`src/rtl/clock12_counter.sv`:
```
module clock12_counter (
  input  logic       clk,
  input  logic       rst,
  input  logic       tick,
  output logic [3:0] sec_ones,
  output logic [2:0] sec_tens,
  output logic [3:0] min_ones,
  output logic [2:0] min_tens,
  output logic [3:0] hr_ones,
  output logic       hr_tens,
  output logic       is_am
);

  logic s1_top, sec_top, m1_top, min_top, adv_min, adv_hr;

  assign s1_top  = (sec_ones == 4'd9);
  assign sec_top = s1_top && (sec_tens == 3'd5);
  assign m1_top  = (min_ones == 4'd9);
  assign min_top = m1_top && (min_tens == 3'd5);
  assign adv_min = tick && sec_top;
  assign adv_hr  = adv_min && min_top;

  always_ff @(posedge clk) begin
    if (rst) begin
      sec_ones <= 4'd0;
      sec_tens <= 3'd0;
    end else if (tick) begin
      sec_ones <= s1_top ? 4'd0 : sec_ones + 4'd1;
      if (s1_top) sec_tens <= (sec_tens == 3'd5) ? 3'd0 : sec_tens + 3'd1;
    end
  end

  always_ff @(posedge clk) begin
    if (rst) begin
      min_ones <= 4'd0;
      min_tens <= 3'd0;
    end else if (adv_min) begin
      min_ones <= m1_top ? 4'd0 : min_ones + 4'd1;
      if (m1_top) min_tens <= (min_tens == 3'd5) ? 3'd0 : min_tens + 3'd1;
    end
  end

  always_ff @(posedge clk) begin
    if (rst) begin
      hr_tens <= 1'b1;
      hr_ones <= 4'd2;
      is_am   <= 1'b1;
    end else if (adv_hr) begin
      if (hr_tens && hr_ones == 4'd2) begin
        hr_tens <= 1'b0;
        hr_ones <= 4'd1;
      end else if (hr_tens && hr_ones == 4'd1) begin
        hr_ones <= 4'd2;
        is_am   <= ~is_am;
      end else if (hr_ones == 4'd9) begin
        hr_tens <= 1'b1;
        hr_ones <= 4'd0;
      end else begin
        hr_ones <= hr_ones + 4'd1;
      end
    end
  end


  reset_load_chk: assert property (@(posedge clk) rst |=>
    (hr_tens && hr_ones == 4'd2 && min_tens == 3'd0 && min_ones == 4'd0 &&
     sec_tens == 3'd0 && sec_ones == 4'd0 && is_am));


  idle_hold_chk: assert property (@(posedge clk) disable iff (rst)
    !tick |=> $stable({sec_ones, sec_tens, min_ones, min_tens, hr_ones, hr_tens, is_am}));


  sec_step_chk: assert property (@(posedge clk) disable iff (rst)
    (tick && sec_ones != 4'd9) |=> sec_ones == $past(sec_ones) + 4'd1);


  min_hold_chk: assert property (@(posedge clk) disable iff (rst)
    !(tick && sec_ones == 4'd9 && sec_tens == 3'd5) |=> $stable({min_ones, min_tens}));


  hr_hold_chk: assert property (@(posedge clk) disable iff (rst)
    !(tick && sec_ones == 4'd9 && sec_tens == 3'd5 && min_ones == 4'd9 && min_tens == 3'd5)
    |=> $stable({hr_ones, hr_tens}));


  nine_to_ten_chk: assert property (@(posedge clk) disable iff (rst)
    (tick && sec_ones == 4'd9 && sec_tens == 3'd5 && min_ones == 4'd9 && min_tens == 3'd5 &&
     !hr_tens && hr_ones == 4'd9) |=> (hr_tens && hr_ones == 4'd0));


  twelve_to_one_chk: assert property (@(posedge clk) disable iff (rst)
    (tick && sec_ones == 4'd9 && sec_tens == 3'd5 && min_ones == 4'd9 && min_tens == 3'd5 &&
     hr_tens && hr_ones == 4'd2) |=> (!hr_tens && hr_ones == 4'd1));


  meridiem_chk: assert property (@(posedge clk) disable iff (rst)
    (is_am != $past(is_am)) |-> (hr_tens && hr_ones == 4'd2 && $past(hr_ones) == 4'd1));


  legal_range_chk: assert property (@(posedge clk) disable iff (rst)
    (sec_ones <= 4'd9 && sec_tens <= 3'd5 && min_ones <= 4'd9 && min_tens <= 3'd5 &&
     (hr_tens ? hr_ones <= 4'd2 : (hr_ones >= 4'd1 && hr_ones <= 4'd9))));

endmodule

```
`config.mk`:
```
export PLATFORM = sky130hd
export DESIGN_NAME = clock12_counter
export DESIGN_NICKNAME = d
export VERILOG_FILES = /design/src/rtl/clock12_counter.sv
export SDC_FILE = /design/constraint.sdc
export NUM_CORES = 1
export LEC_CHECK = 0
export ABC_AREA = 1
export BUFFER_PORTS_ARGS = -buffer_cell sky130_fd_sc_hd__buf_2
export CORE_MARGIN = 2
export CORE_UTILIZATION = 53
export DETAILED_ROUTE_END_ITERATION = 6
export PLACE_DENSITY_LB_ADDON = 0.05
export SYNTH_ARGS = -nofsm -noshare
export SYNTH_HDL_FRONTEND = slang
export SYNTH_SLANG_ARGS = --single-unit
```
`constraint.sdc`:
```
create_clock -name clk -period 2.13 [get_ports clk]
set_input_delay 0.426 -clock clk [delete_from_list [all_inputs] [get_ports clk]]
set_output_delay 0.426 -clock clk [all_outputs]
set_load 0.03 [all_outputs]
```
* Word-level counts from Yosys, hierarchy flattened
Index checks and enable logic that the tools add are counted.
** Storage, ports and cells
- Register bits :: 20
- Input bits :: 3
- Output and inout bits :: 20
- Logic and storage cells :: 43
** Operators by class
- Add/subtract/negate cells :: 5
- Equal/unequal tests :: 8
- Muxes and demuxes :: 10
- Bitwise gates (word level) :: 2
- Reductions and logical operators :: 11
** Operators by type and width (number)
- $mux W4 :: 5
- $add A4 B1 Y4 const B :: 3
- $eq A4 B4 Y1 const B :: 3
- $add A3 B1 Y3 const B :: 2
- $eq A3 B3 Y1 const B :: 2
- $logic_and A1 B1 Y1 :: 6
- $mux W3 :: 2
- $reduce_and A3 Y1 :: 2
- $eq A4 B1 Y1 const B :: 1
- $eq A4 B2 Y1 const B :: 1
- $reduce_and A2 Y1 :: 2
- $mux W1 :: 3
- $ne A2 B2 Y1 const B :: 1
- $not A1 Y1 :: 2
- $reduce_bool A2 Y1 :: 1

* Logic depth before layout (Yosys ltp)
Gate-level depths: netlist (run 1).
- Depth after elaboration :: 5
- Depth in mapped cells :: 8
- Gate-level depth less buffers :: 8

* Worst setup path after synthesis (run 1)
OpenSTA, ideal clock, no wires.
- Path type :: flip-flop to flip-flop
- Start point :: register min_ones[3]
- End point :: register hr_tens
- Library setup time :: 0.123 ns
- Arrival :: 1.230 ns
- Data required time :: 2.007 ns
- Path slack :: 0.777 ns
- Stages on the path, launching flop included :: 8
- Path buffers :: 0
- Period minus slack after synthesis :: 1.353 ns
- Cell sequence :: dfxtp_1 nand2_1 nor2_4 nand2_2 nor2_8 nand2_1 nand2_1 nand3_1
** On the way
- Longest elaborated chain between the ends :: 4
** RTL lines
- start: declaration :: RTL line 7 : output logic [3:0] min_ones,
- start signal: assignment :: RTL line 38 : min_ones <= m1_top ? 4'd0 : min_ones + 4'd1;
- $eq A4 B4 Y1 :: RTL line 18 : assign m1_top = (min_ones == 4'd9);
- $logic_and A1 B1 Y1 :: RTL line 19 : assign min_top = m1_top && (min_tens == 3'd5);
- $logic_and A1 B1 Y1 :: RTL line 21 : assign adv_hr = adv_min && min_top;
- $reduce_and A3 Y1 (no source line)
- end signal: assignment :: RTL line 45 : hr_tens <= 1'b1;
- end signal: assignment :: RTL line 50 : hr_tens <= 1'b0;
- end signal: assignment :: RTL line 56 : hr_tens <= 1'b1;
- end: declaration :: RTL line 10 : output logic hr_tens,
Every way passes these cells.
A chain may end at the register's enable or synchronous reset.

* Final worst setup path (run 1)
- Start point :: register hr_ones[0]
- End point :: output hr_ones[0]
** RTL lines
- start: declaration :: RTL line 9 : output logic [3:0] hr_ones,
- start signal: assignment :: RTL line 59 : hr_ones <= hr_ones + 4'd1;
No word-level cell between the ends.

==> results.md, run 1 <==
* Arrival @ worst endpoint at 1.04 ns
* RSZ-0062 raised after global routing: no
* Clock sinks at 20
* RD Place Congestion at 0.860
* Number of max-cap violations at 0
* Setup violations, final at 0
* Via-to-Cell Ratio at 4.88
* Final #Nets at 180
* Area Growth Syn to Fin at 17.7%
* Initial core utilization at 54.9%
* Post-synth top area share at 37.9%
* Count leader, synth: nand2_1
* Asr flop ratio synth at 0%
* Clock tree from TritonCTS: built
* Area post-placement at 0.00119 sq mm
* P_leak at 0.656 nW
* Synth cell types at 22
* Max Freq at 0.680 GHz
* Final Cell Area at 0.00124 sq mm
* Full die area at 0.00237 sq mm
* Seq cells post-synth at 20
* WP data required at 1.70 ns
* Root Buffer: clkbuf_4
* Fillers at 196
* Critical path's top delay family: flip-flops
* Skew final at 0.00410 ns
* Cell Chain, Critical Path: buf_2
* Area leader, netlist: dfxtp_1
* DR DRC count at 0
* Gr usage total at 18.3%
* DRT Pass-1 Iters at 4
* Power Dens Cells at 584 mW/mm^2
* Relative slew margins at 71.0%
* Placed cells at 199
* Finished Core Util at 64.6%
* Global route overflow at 0
* Layout cells sized above 1 at 24.4%
* Core ar. at 0.00192 sq mm
* Port Buffers at 22
* FP Rows at 16
* Post-Layout Cell Count at 203
* EDFF count, synth at 0
* DRT Wirelength at 2.05 mm
* Setup TNS at 0 ns
* Setup ws final at 0.660 ns
* Final period utilization at 69.0%
* Buf/Inv on CP at 1
* Status: completed
* Synth top area cells: dfxtp_1, nand2_1, nand3_1
* WL/cell at 10.1 microns
* CP Max Fanout at 9
* Crit-path slowest cell: dfxtp_1
* Final ANT Viol Nets at 0
* Yosys Warn Count at 0
* Crit path launch type: register
* HP Class: primary input to register
* ANT cells at 0
* Die Width at 48.6 microns
* Ys flop type: dfxtp_1
* Synth cell count leaders: nand2_1, dfxtp_1, inv_1, nor2_1, nand3_1
* CTS clk-pin slew, worst paths at 0.12 ns
* Die Y at 48.6 microns
* Dpl ws at 0.732 ns
* Vias in the first global route at 841
* First-pass GRT wire length at 3.44 mm
* Max Slew Vio Count at 0
* Number of hold buffers added after CTS at 0
* Post-Syn Area per Cell at 6.95 sq um
* Endpoint class of the critical path: primary output
* CP Class: register to primary output
* Mapped Area at 0.00106 sq mm
* Post-synthesis sequential area ratio at 37.9%
* CTS Buf Count at 3
* Synthesized netlist cell count at 152
* Longest Clk Path Bufs at 2
* Via Count at 991
* Post-CTS Setup Repair Bufs at 0
* Hold violation total from the final report at 0
* VDD IR max at 0.406 mV
* Syn_nets at 155
* Worst skew pair latency at 0.30 ns
* I/O pin count at 23
* Htree depth at 1
* Antenna violations before repair at 0
* Crit path time final at 1.47 ns
* Drt first-iter violations at 20
* CP peak stage delay at 0.49 ns
* Post-CTS sizing at 0
* Worst Tran Pin Value at 0.435 ns
* Detailed-placement wirelength estimate at 1.51 mm
* Largest net degree at the start of global routing at 16
## worst paths after layout
path	cells after the start	slack, ns	endpoint	startpoint
max	1	0.66	hr_ones[0]	hr_ones[0]
max reg2reg	8	0.88	hr_tens	sec_ones[2]
min reg2reg	2	0.49	is_am	is_am
min	2	0.34	hr_ones[2]	rst
## sequential cells by signal, indices dropped and copies added (netlist names)
signal    count
hr_tens       1
sec_tens      3
min_tens      3
hr_ones       4
sec_ones      4
is_am         1
min_ones      4
## cells in the final DEF, fill, tap and decap left out, types with 3 or more instances in the layout
master    instances
nand2_1          42
buf_2            22
dfxtp_1          20
inv_1            17
nor2_1           16
nand3_1          13
a21oi_1           9
inv_2             5
o21ai_0           5
nand4_1           4
nand3_2           3
nor3_1            3
clkbuf_4          3
## metrics by stage
| stage | hold slack, ns | power, mW |
|---|---|---|
| global placement | 0.456 | 0.421 |
| floorplan | 0.495 | 0.412 |
| detailed placement | 0.470 | 0.421 |
| CTS | 0.319 | 0.736 |
| finish | 0.338 | 0.725 |
| global route | 0.346 | 0.753 |
## final cells by class
type,instances,area [sq um],share of cell area [%]
Tap cell,27,33.8,2.72
Clock buffer,3,22.5,1.81
Sequential cell,20,400,32.2
Inverter,22,82.6,6.65
Timing Repair Buffer,22,110,8.86
Clock inverter,1,30.0,2.42
Multi-Input combinational cell,108,563,45.3
## per-layer routing
layer  track usage (%)  vias up  wire length, microns
met2              31.7       26                   989
met3              4.01        2                   104
met5                 0        -                     0
met4              7.62        0                    12
met1              21.8      431                   946
li1                  -      532                     -
## cell families (layout without fill, tap and decap cells)
group / after synthesis / count (layout) / synth area share [%]
flip-flops: 20 / 20 / 37.9
XOR/XNOR: 1 / 1 / 0.830
buffers and inverters: 24 / 48 / 8.77
AO/OA/AOI/OAI: 17 / 17 / 8.65
AND/OR/NAND/NOR: 90 / 90 / 43.8
## report_power, final
part           internal (mW)  switching [mW]
clock network          0.190           0.122
logic                0.00882          0.0233
registers              0.377         0.00420
(Power assumes the default switching activity.)
==> run 2: changes to the inputs <==
--- a/config.mk
+++ b/config.mk
@@ -8,7 +8,7 @@
 export ABC_AREA = 1
 export BUFFER_PORTS_ARGS = -buffer_cell sky130_fd_sc_hd__buf_2
 export CORE_MARGIN = 2
-export CORE_UTILIZATION = 53
+export CORE_UTILIZATION = 47
 export DETAILED_ROUTE_END_ITERATION = 6
 export PLACE_DENSITY_LB_ADDON = 0.05
 export SYNTH_ARGS = -nofsm -noshare
==> constraint.sdc (replaced) <==
create_clock -name clk -period 1.3 [get_ports clk]
set_input_delay 0.26 -clock clk [delete_from_list [all_inputs] [get_ports clk]]
set_output_delay 0.26 -clock clk [all_outputs]
set_load 0.03 [all_outputs]
==> results.md, run 2 (synthesis results as in run 1) <==
* P_leak at 0.687 nW (+4.8%)
* DRT Pass-1 Iters at 4 (unchanged)
* Max Freq at 0.813 GHz
* Hold violation total from the final report at 0 (unchanged)
* Max Slew Vio Count at 0 (unchanged)
* Full die area at 0.00264 sq mm (+12%)
* Setup violations, final at 0 (unchanged)
* DR WL met3 at 73 microns (-30%)
* Most frequent cells in the layout: nand2_1, buf_2, nor2_1
* End point of the critical path: min_tens[1]
* Die Y at 51.4 microns (+5.7%)
* Worst Setup SP: min_tens[1]
* DR DRC count at 0 (unchanged)
* R2r setup slk at 0.08 ns (-0.80 ns)
* RR Endpoint: is_am
* Crit path time final at 1.23 ns
* Largest net degree at the start of global routing at 12 (-4)
* Cell Chain, Critical Path: buf_2
* RSZ-0062 raised after global routing: yes
* Placed cells at 202 (+1.5%)
* CTS Buf Count at 3 (unchanged)
* WP data required at 1.04 ns (-0.66 ns)
* Final #Nets at 185 (+2.8%)
* Clock tree from TritonCTS: built
* Clock sinks at 20 (unchanged)
* Port Buffers at 22 (unchanged)
* Power Dens Cells at 814 mW/mm^2 (+39%)
* Layout cells sized above 1 at 33.1% (+8.7 points)
* WHS at 0.172 ns (-0.166 ns)
* Area Growth Syn to Fin at 22.5%
* Number of max-cap violations at 0 (unchanged)
* Status: completed
* Antenna violations before repair at 0 (unchanged)
* Worst Tran Pin Value at 0.295 ns (-0.140 ns)
* CP peak stage delay at 0.44 ns (-0.05 ns)
* DRT Wirelength at 2.16 mm (+5.1%)
* CP Class: register to primary output
* Top Layer Used: met3
* Instance count on the critical path at 1 (unchanged)
* M1 wire length at 1.06 mm (+12%)
* Global route overflow at 0 (unchanged)
* FP Rows at 17 (+1)
* WL met2 at 1.02 mm (+3.3%)
* Vias in the first global route at 845 (+0.48%)
* HP Class: primary input to register
* Via-to-Cell Ratio at 4.78 (-2.2%)
* Skew final at 0.00911 ns (+0.00501 ns)
* Root Buffer: clkbuf_4
* First-pass GRT wire length at 3.45 mm (+0.20%)
* ANT cells at 0 (unchanged)
* RD Place Congestion at 0.725 (-16%)
* Sequential cell area at 413 sq um (+3.1%)
* Final period utilization at 94.6%
* Most common cell after layout, fill and taps aside: nand2_1
* Multi-input logic area at 587 sq um (+4.2%)
* Die Width at 51.4 microns (+5.7%)
* Gr usage total at 17.2% (-1.1 points)
* Final ANT Viol Nets at 0 (unchanged)
* Via Count at 998 (+0.71%)
* Fillers at 224 (+14%)
* CTS clk-pin slew, worst paths at 0.12 ns (about the same)
* Arrival @ worst endpoint at 0.97 ns (-0.07 ns)
* WL/cell at 10.3 microns (+2.1%)
* Initial core utilization at 48.7% (-6.3 points)
* Relative slew margins at 80.3% (+9.3 points)
* I/O pin count at 23 (unchanged)
* Buf/Inv on CP at 1 (unchanged)
* Htree depth at 1 (unchanged)
* Longest Clk Path Bufs at 2 (unchanged)
* Post-Layout Cell Count at 209 (+3.0%)
* Core ar. at 0.00217 sq mm (+13%)
* Endpoint class of the critical path: primary output
* Critical path's top delay family: flip-flops
* Detailed-placement wirelength estimate at 1.59 mm (+5.0%)
* Crit Reg-Reg Startpoint: sec_ones[1]
* Drt first-iter violations at 9 (-55%)
* R2R depth at 8 (unchanged)
* Number of hold buffers added after CTS at 0 (unchanged)
* Crit-path slowest cell: dfxtp_1
* Biggest regs: hr_ones: 4 flops, min_ones: 4 flops, sec_ones: 4 flops
* CP Max Fanout at 6 (-3)
* Worst skew pair latency at 0.31 ns (about the same)
* VDD IR max at 0.675 mV (+66%)
* Cells on Worst Hold Path at 2 (unchanged)
* Crit path launch type: register
[run 2: cell count changes in the layout (fill, tap and decap cells not counted), moves of 2 or more]
cell and change:
dfxtp_1 -10, inv_2 +2, inv_1 -2, buf_4 +4, dfxtp_2 +10
[run 2: cell type report]
type	count	area share (%)
Clock buffer	4	2.80
Inverter	22	6.38
Multi-Input combinational cell	109	45.4
Sequential cell	20	31.9
Tap cell	28	2.71
Timing Repair Buffer	26	10.8
[run 2: worst min-delay path by stage]
stage                startpoint  slack [ns]     endpoint
finish                      rst        0.17  min_tens[2]
CTS                         rst        0.17  min_tens[2]
detailed placement  min_ones[2]        0.48  min_ones[2]
floorplan                   rst        0.32  min_tens[0]
global placement          is_am        0.46        is_am
global route                rst        0.16   hr_ones[3]
[run 2: layer usage]
layer  GRT usage [%]  vias up
li1                -      544
met1            21.2      441
met2            29.3       13
met3            5.26        0
met4            3.95        0
met5               0        -
[run 2: what timing repair did]
| item | 4_1_cts | 5_1_grt |
|---|---|---|
| endpoints found under the setup margin | 1 | 8 |
| gates resized for setup | 1 | 7 |
| pin swaps | 0 | 2 |
| setup buffers | 0 | 2 |
| gates cloned | 0 | 1 |
[run 2: metrics by stage]
step | utilization (%) | area [sq um] | TNS, ns | setup slack [ns] | power (mW)
after floorplan | - | 1060 | 0 | 0.0245 | 0.675
after global placement | 56.0 | 1210 | 0 | 0.127 | 0.695
after detailed placement | 56.0 | 1210 | 0 | 0.0871 | 0.696
after CTS | 57.7 | 1250 | 0 | 0.0540 | 1.06
after global routing | 59.6 | 1290 | -0.0443 | -0.0270 | 1.10
final | 59.6 | 1290 | 0 | 0.0700 | 1.05
[run 2: power breakdown]
part	internal [mW]	switching [mW]
registers	0.618	0.00683
logic	0.0185	0.0384
clock network	0.171	0.200
total	0.808	0.245
==> run 3: changes to the inputs <==
--- a/config.mk
+++ b/config.mk
@@ -8,9 +8,11 @@
 export ABC_AREA = 1
 export BUFFER_PORTS_ARGS = -buffer_cell sky130_fd_sc_hd__buf_2
 export CORE_MARGIN = 2
-export CORE_UTILIZATION = 47
+export CORE_UTILIZATION = 50
+export CTS_BUF_LIST = sky130_fd_sc_hd__clkbuf_4 sky130_fd_sc_hd__clkbuf_8
 export DETAILED_ROUTE_END_ITERATION = 6
 export PLACE_DENSITY_LB_ADDON = 0.05
+export SETUP_SLACK_MARGIN = 0.15
 export SYNTH_ARGS = -nofsm -noshare
 export SYNTH_HDL_FRONTEND = slang
 export SYNTH_SLANG_ARGS = --single-unit
==> constraint.sdc (replaced) <==
create_clock -name clk -period 1.3 [get_ports clk]
set_input_delay 0.26 -clock clk [delete_from_list [all_inputs] [get_ports clk]]
set_output_delay 0.26 -clock clk [all_outputs]
set_load 0.1 [all_outputs]
==> results.md, run 3 (synthesis results as in run 1) <==
* Status: finished with violations
* Failing checks: negative setup slack
* Longest Clk Path Bufs at 2 (unchanged)
* Max Freq at 0.738 GHz (-9.2%)
* DR DRC count at 0 (unchanged)
* WL/cell at 17.6 microns (+71%)
* CTS Buf Count at 3 (unchanged)
* Global route overflow at 0 (unchanged)
* Root Buffer: clkbuf_4
* Placed cells at 201 (-0.50%)
* Setup violations, final at 1 (+1)
* DRT Wirelength at 3.92 mm (+82%)
* Worst skew pair latency at 0.31 ns (about the same)
* Sequential cell area at 473 sq um (+15%)
* CP Class: register to register
* Setup TNS at -0.0542 ns (-0.0542 ns)
* Final period utilization at 104% (+9.6 points)
* Post-Layout Cell Count at 222 (+6.2%)
* Clock sinks at 20 (unchanged)
* Crit-path slowest cell: dfxtp_4
* Most frequent cells in the layout: nand2_1, buf_12, dfxtp_4
* Hold violation total from the final report at 0 (unchanged)
* Crit path launch type: register
* Full die area at 0.00250 sq mm (-5.5%)
* Vias in the first global route at 1095 (+30%)
* RD Place Congestion at 0.746 (+2.9%)
* VDD IR max at 0.795 mV (+18%)
* Setup ws final at -0.0542 ns (-0.124 ns)
* WP data required at 1.50 ns (+0.46 ns)
* P_leak at 0.831 nW (+21%)
* CTS clk-pin slew, worst paths at 0.12 ns (about the same)
* Endpoint class of the critical path: register
* CP peak stage delay at 0.40 ns (-0.04 ns)
* Critical path's most frequent cell: nand2_2
* Multi-input logic area at 662 sq um (+13%)
* CP Max Fanout at 5 (-1)
* Core ar. at 0.00198 sq mm (-8.7%)
* Final #Nets at 199 (+7.6%)
* HP Class: primary input to register
* Gr usage total at 26.7% (+9.5 points)
* Layout cells sized above 1 at 49.7% (+17 points)
* Crit path time final at 1.35 ns (+0.124 ns)
* Biggest regs: hr_ones: 4 flops, min_ones: 4 flops, sec_ones: 4 flops
* Arrival @ worst endpoint at 1.55 ns (+0.58 ns)
* Port Buffers at 22 (unchanged)
* Number of max-cap violations at 0 (unchanged)
* Final ANT Viol Nets at 0 (unchanged)
* Via-to-Cell Ratio at 5.75 (+20%)
* RSZ-0062 raised after global routing: yes
* Detailed-placement wirelength estimate at 1.96 mm (+24%)
* Max Slew Vio Count at 0 (unchanged)
* Cell Chain, Critical Path: inv_1 > nor2_2 > nand4_1 > nand2_1 > nand2_2 > nand2_2 > nand3_1
* Drt first-iter violations at 56 (+47)
* Initial core utilization at 53.3% (+4.6 points)
* First-pass GRT wire length at 5.02 mm (+46%)
* Antenna violations before repair at 0 (unchanged)
* Clock tree from TritonCTS: built
* Die Width at 50.0 microns (-2.8%)
* Via Count at 1277 (+28%)
* Relative slew margins at 82.8% (+2.5 points)
* Largest net degree at the start of global routing at 12 (unchanged)
* WHS at 0.173 ns (+0.00158 ns)
* DRT Pass-1 Iters at 4 (unchanged)
* Power Dens Cells at 565 mW/mm^2 (-31%)
* FP Rows at 16 (-1)
* Die Y at 50.0 microns (-2.8%)
* I/O pin count at 23 (unchanged)
* Worst Tran Pin Value at 0.256 ns (-0.0387 ns)
* Dpl ws at 0.0205 ns (-0.0666 ns)
* Fillers at 60 (-73%)
* Most common cell after layout, fill and taps aside: nand2_1
* Area Growth Syn to Fin at 75.5%
* ANT cells at 0 (unchanged)
* Skew final at 0.0115 ns (+0.00243 ns)
* Htree depth at 1 (unchanged)
## run 3: cell types whose count changed in the layout (fill, tap and decap cells not counted), sizes merged
cell | previous run | this run
buf | 26 | 40
## run 3: stage by stage
stage	utilization, %	cell area (sq um)	power (mW)
6_report	93.5	1850	1.05
5_1_grt	93.5	1850	1.08
4_1_cts	85.7	1700	1.04
3_5_place_dp	80.7	1600	0.710
3_3_place_gp	80.7	1600	0.707
2_1_floorplan	-	1150	0.669
## run 3: final cells by class
class | count | share of cell area (%)
well taps | 27 | 1.82
repair buffers | 40 | 30.0
flip-flops and latches | 20 | 25.5
clock buffers | 4 | 1.62
multi-input cells | 109 | 35.7
inverters | 22 | 5.27
## run 3: metal layers
metal	GRT usage, %	wire (microns)	vias up
li1	-	-	575
met1	34.2	1400	612
met2	42.9	2050	75
met3	3.94	329	15
met4	14.4	136	0
met5	0	0	-
## run 3: critical path: cells and delay by family, from the launching register on
| kind | cells | cell delay, ns |
|---|---|---|
| DFF | 1 | 0.40 |
| buffers and inverters | 1 | 0.09 |
| and+or+nand+nor | 6 | 0.76 |
## run 3: final timing paths
check,from,endpoint,slack [ns],cells after the start
max,hr_ones[1],hr_tens,-0.05,7
min reg2reg,min_ones[2],min_ones[2],0.53,2
min,rst,min_tens[2],0.17,2
max reg2reg,hr_ones[1],hr_tens,-0.05,7
## run 3: power by group
part / switching [mW] / internal (mW) / total [mW]
Combinational: 0.0764 / 0.0411 / 0.118
Clock: 0.197 / 0.141 / 0.338
Sequential: 0.0101 / 0.582 / 0.592
## run 3: timing repair
| item | in CTS | in global routing |
|---|---|---|
| endpoints found under the setup margin | 18 | 36 |
| pin swaps | 7 | 7 |
| gates resized for setup | 6 | 22 |
| hold buffers | 0 | 0 |
| gates cloned | 1 | 0 |
| setup buffers | 6 | 10 |
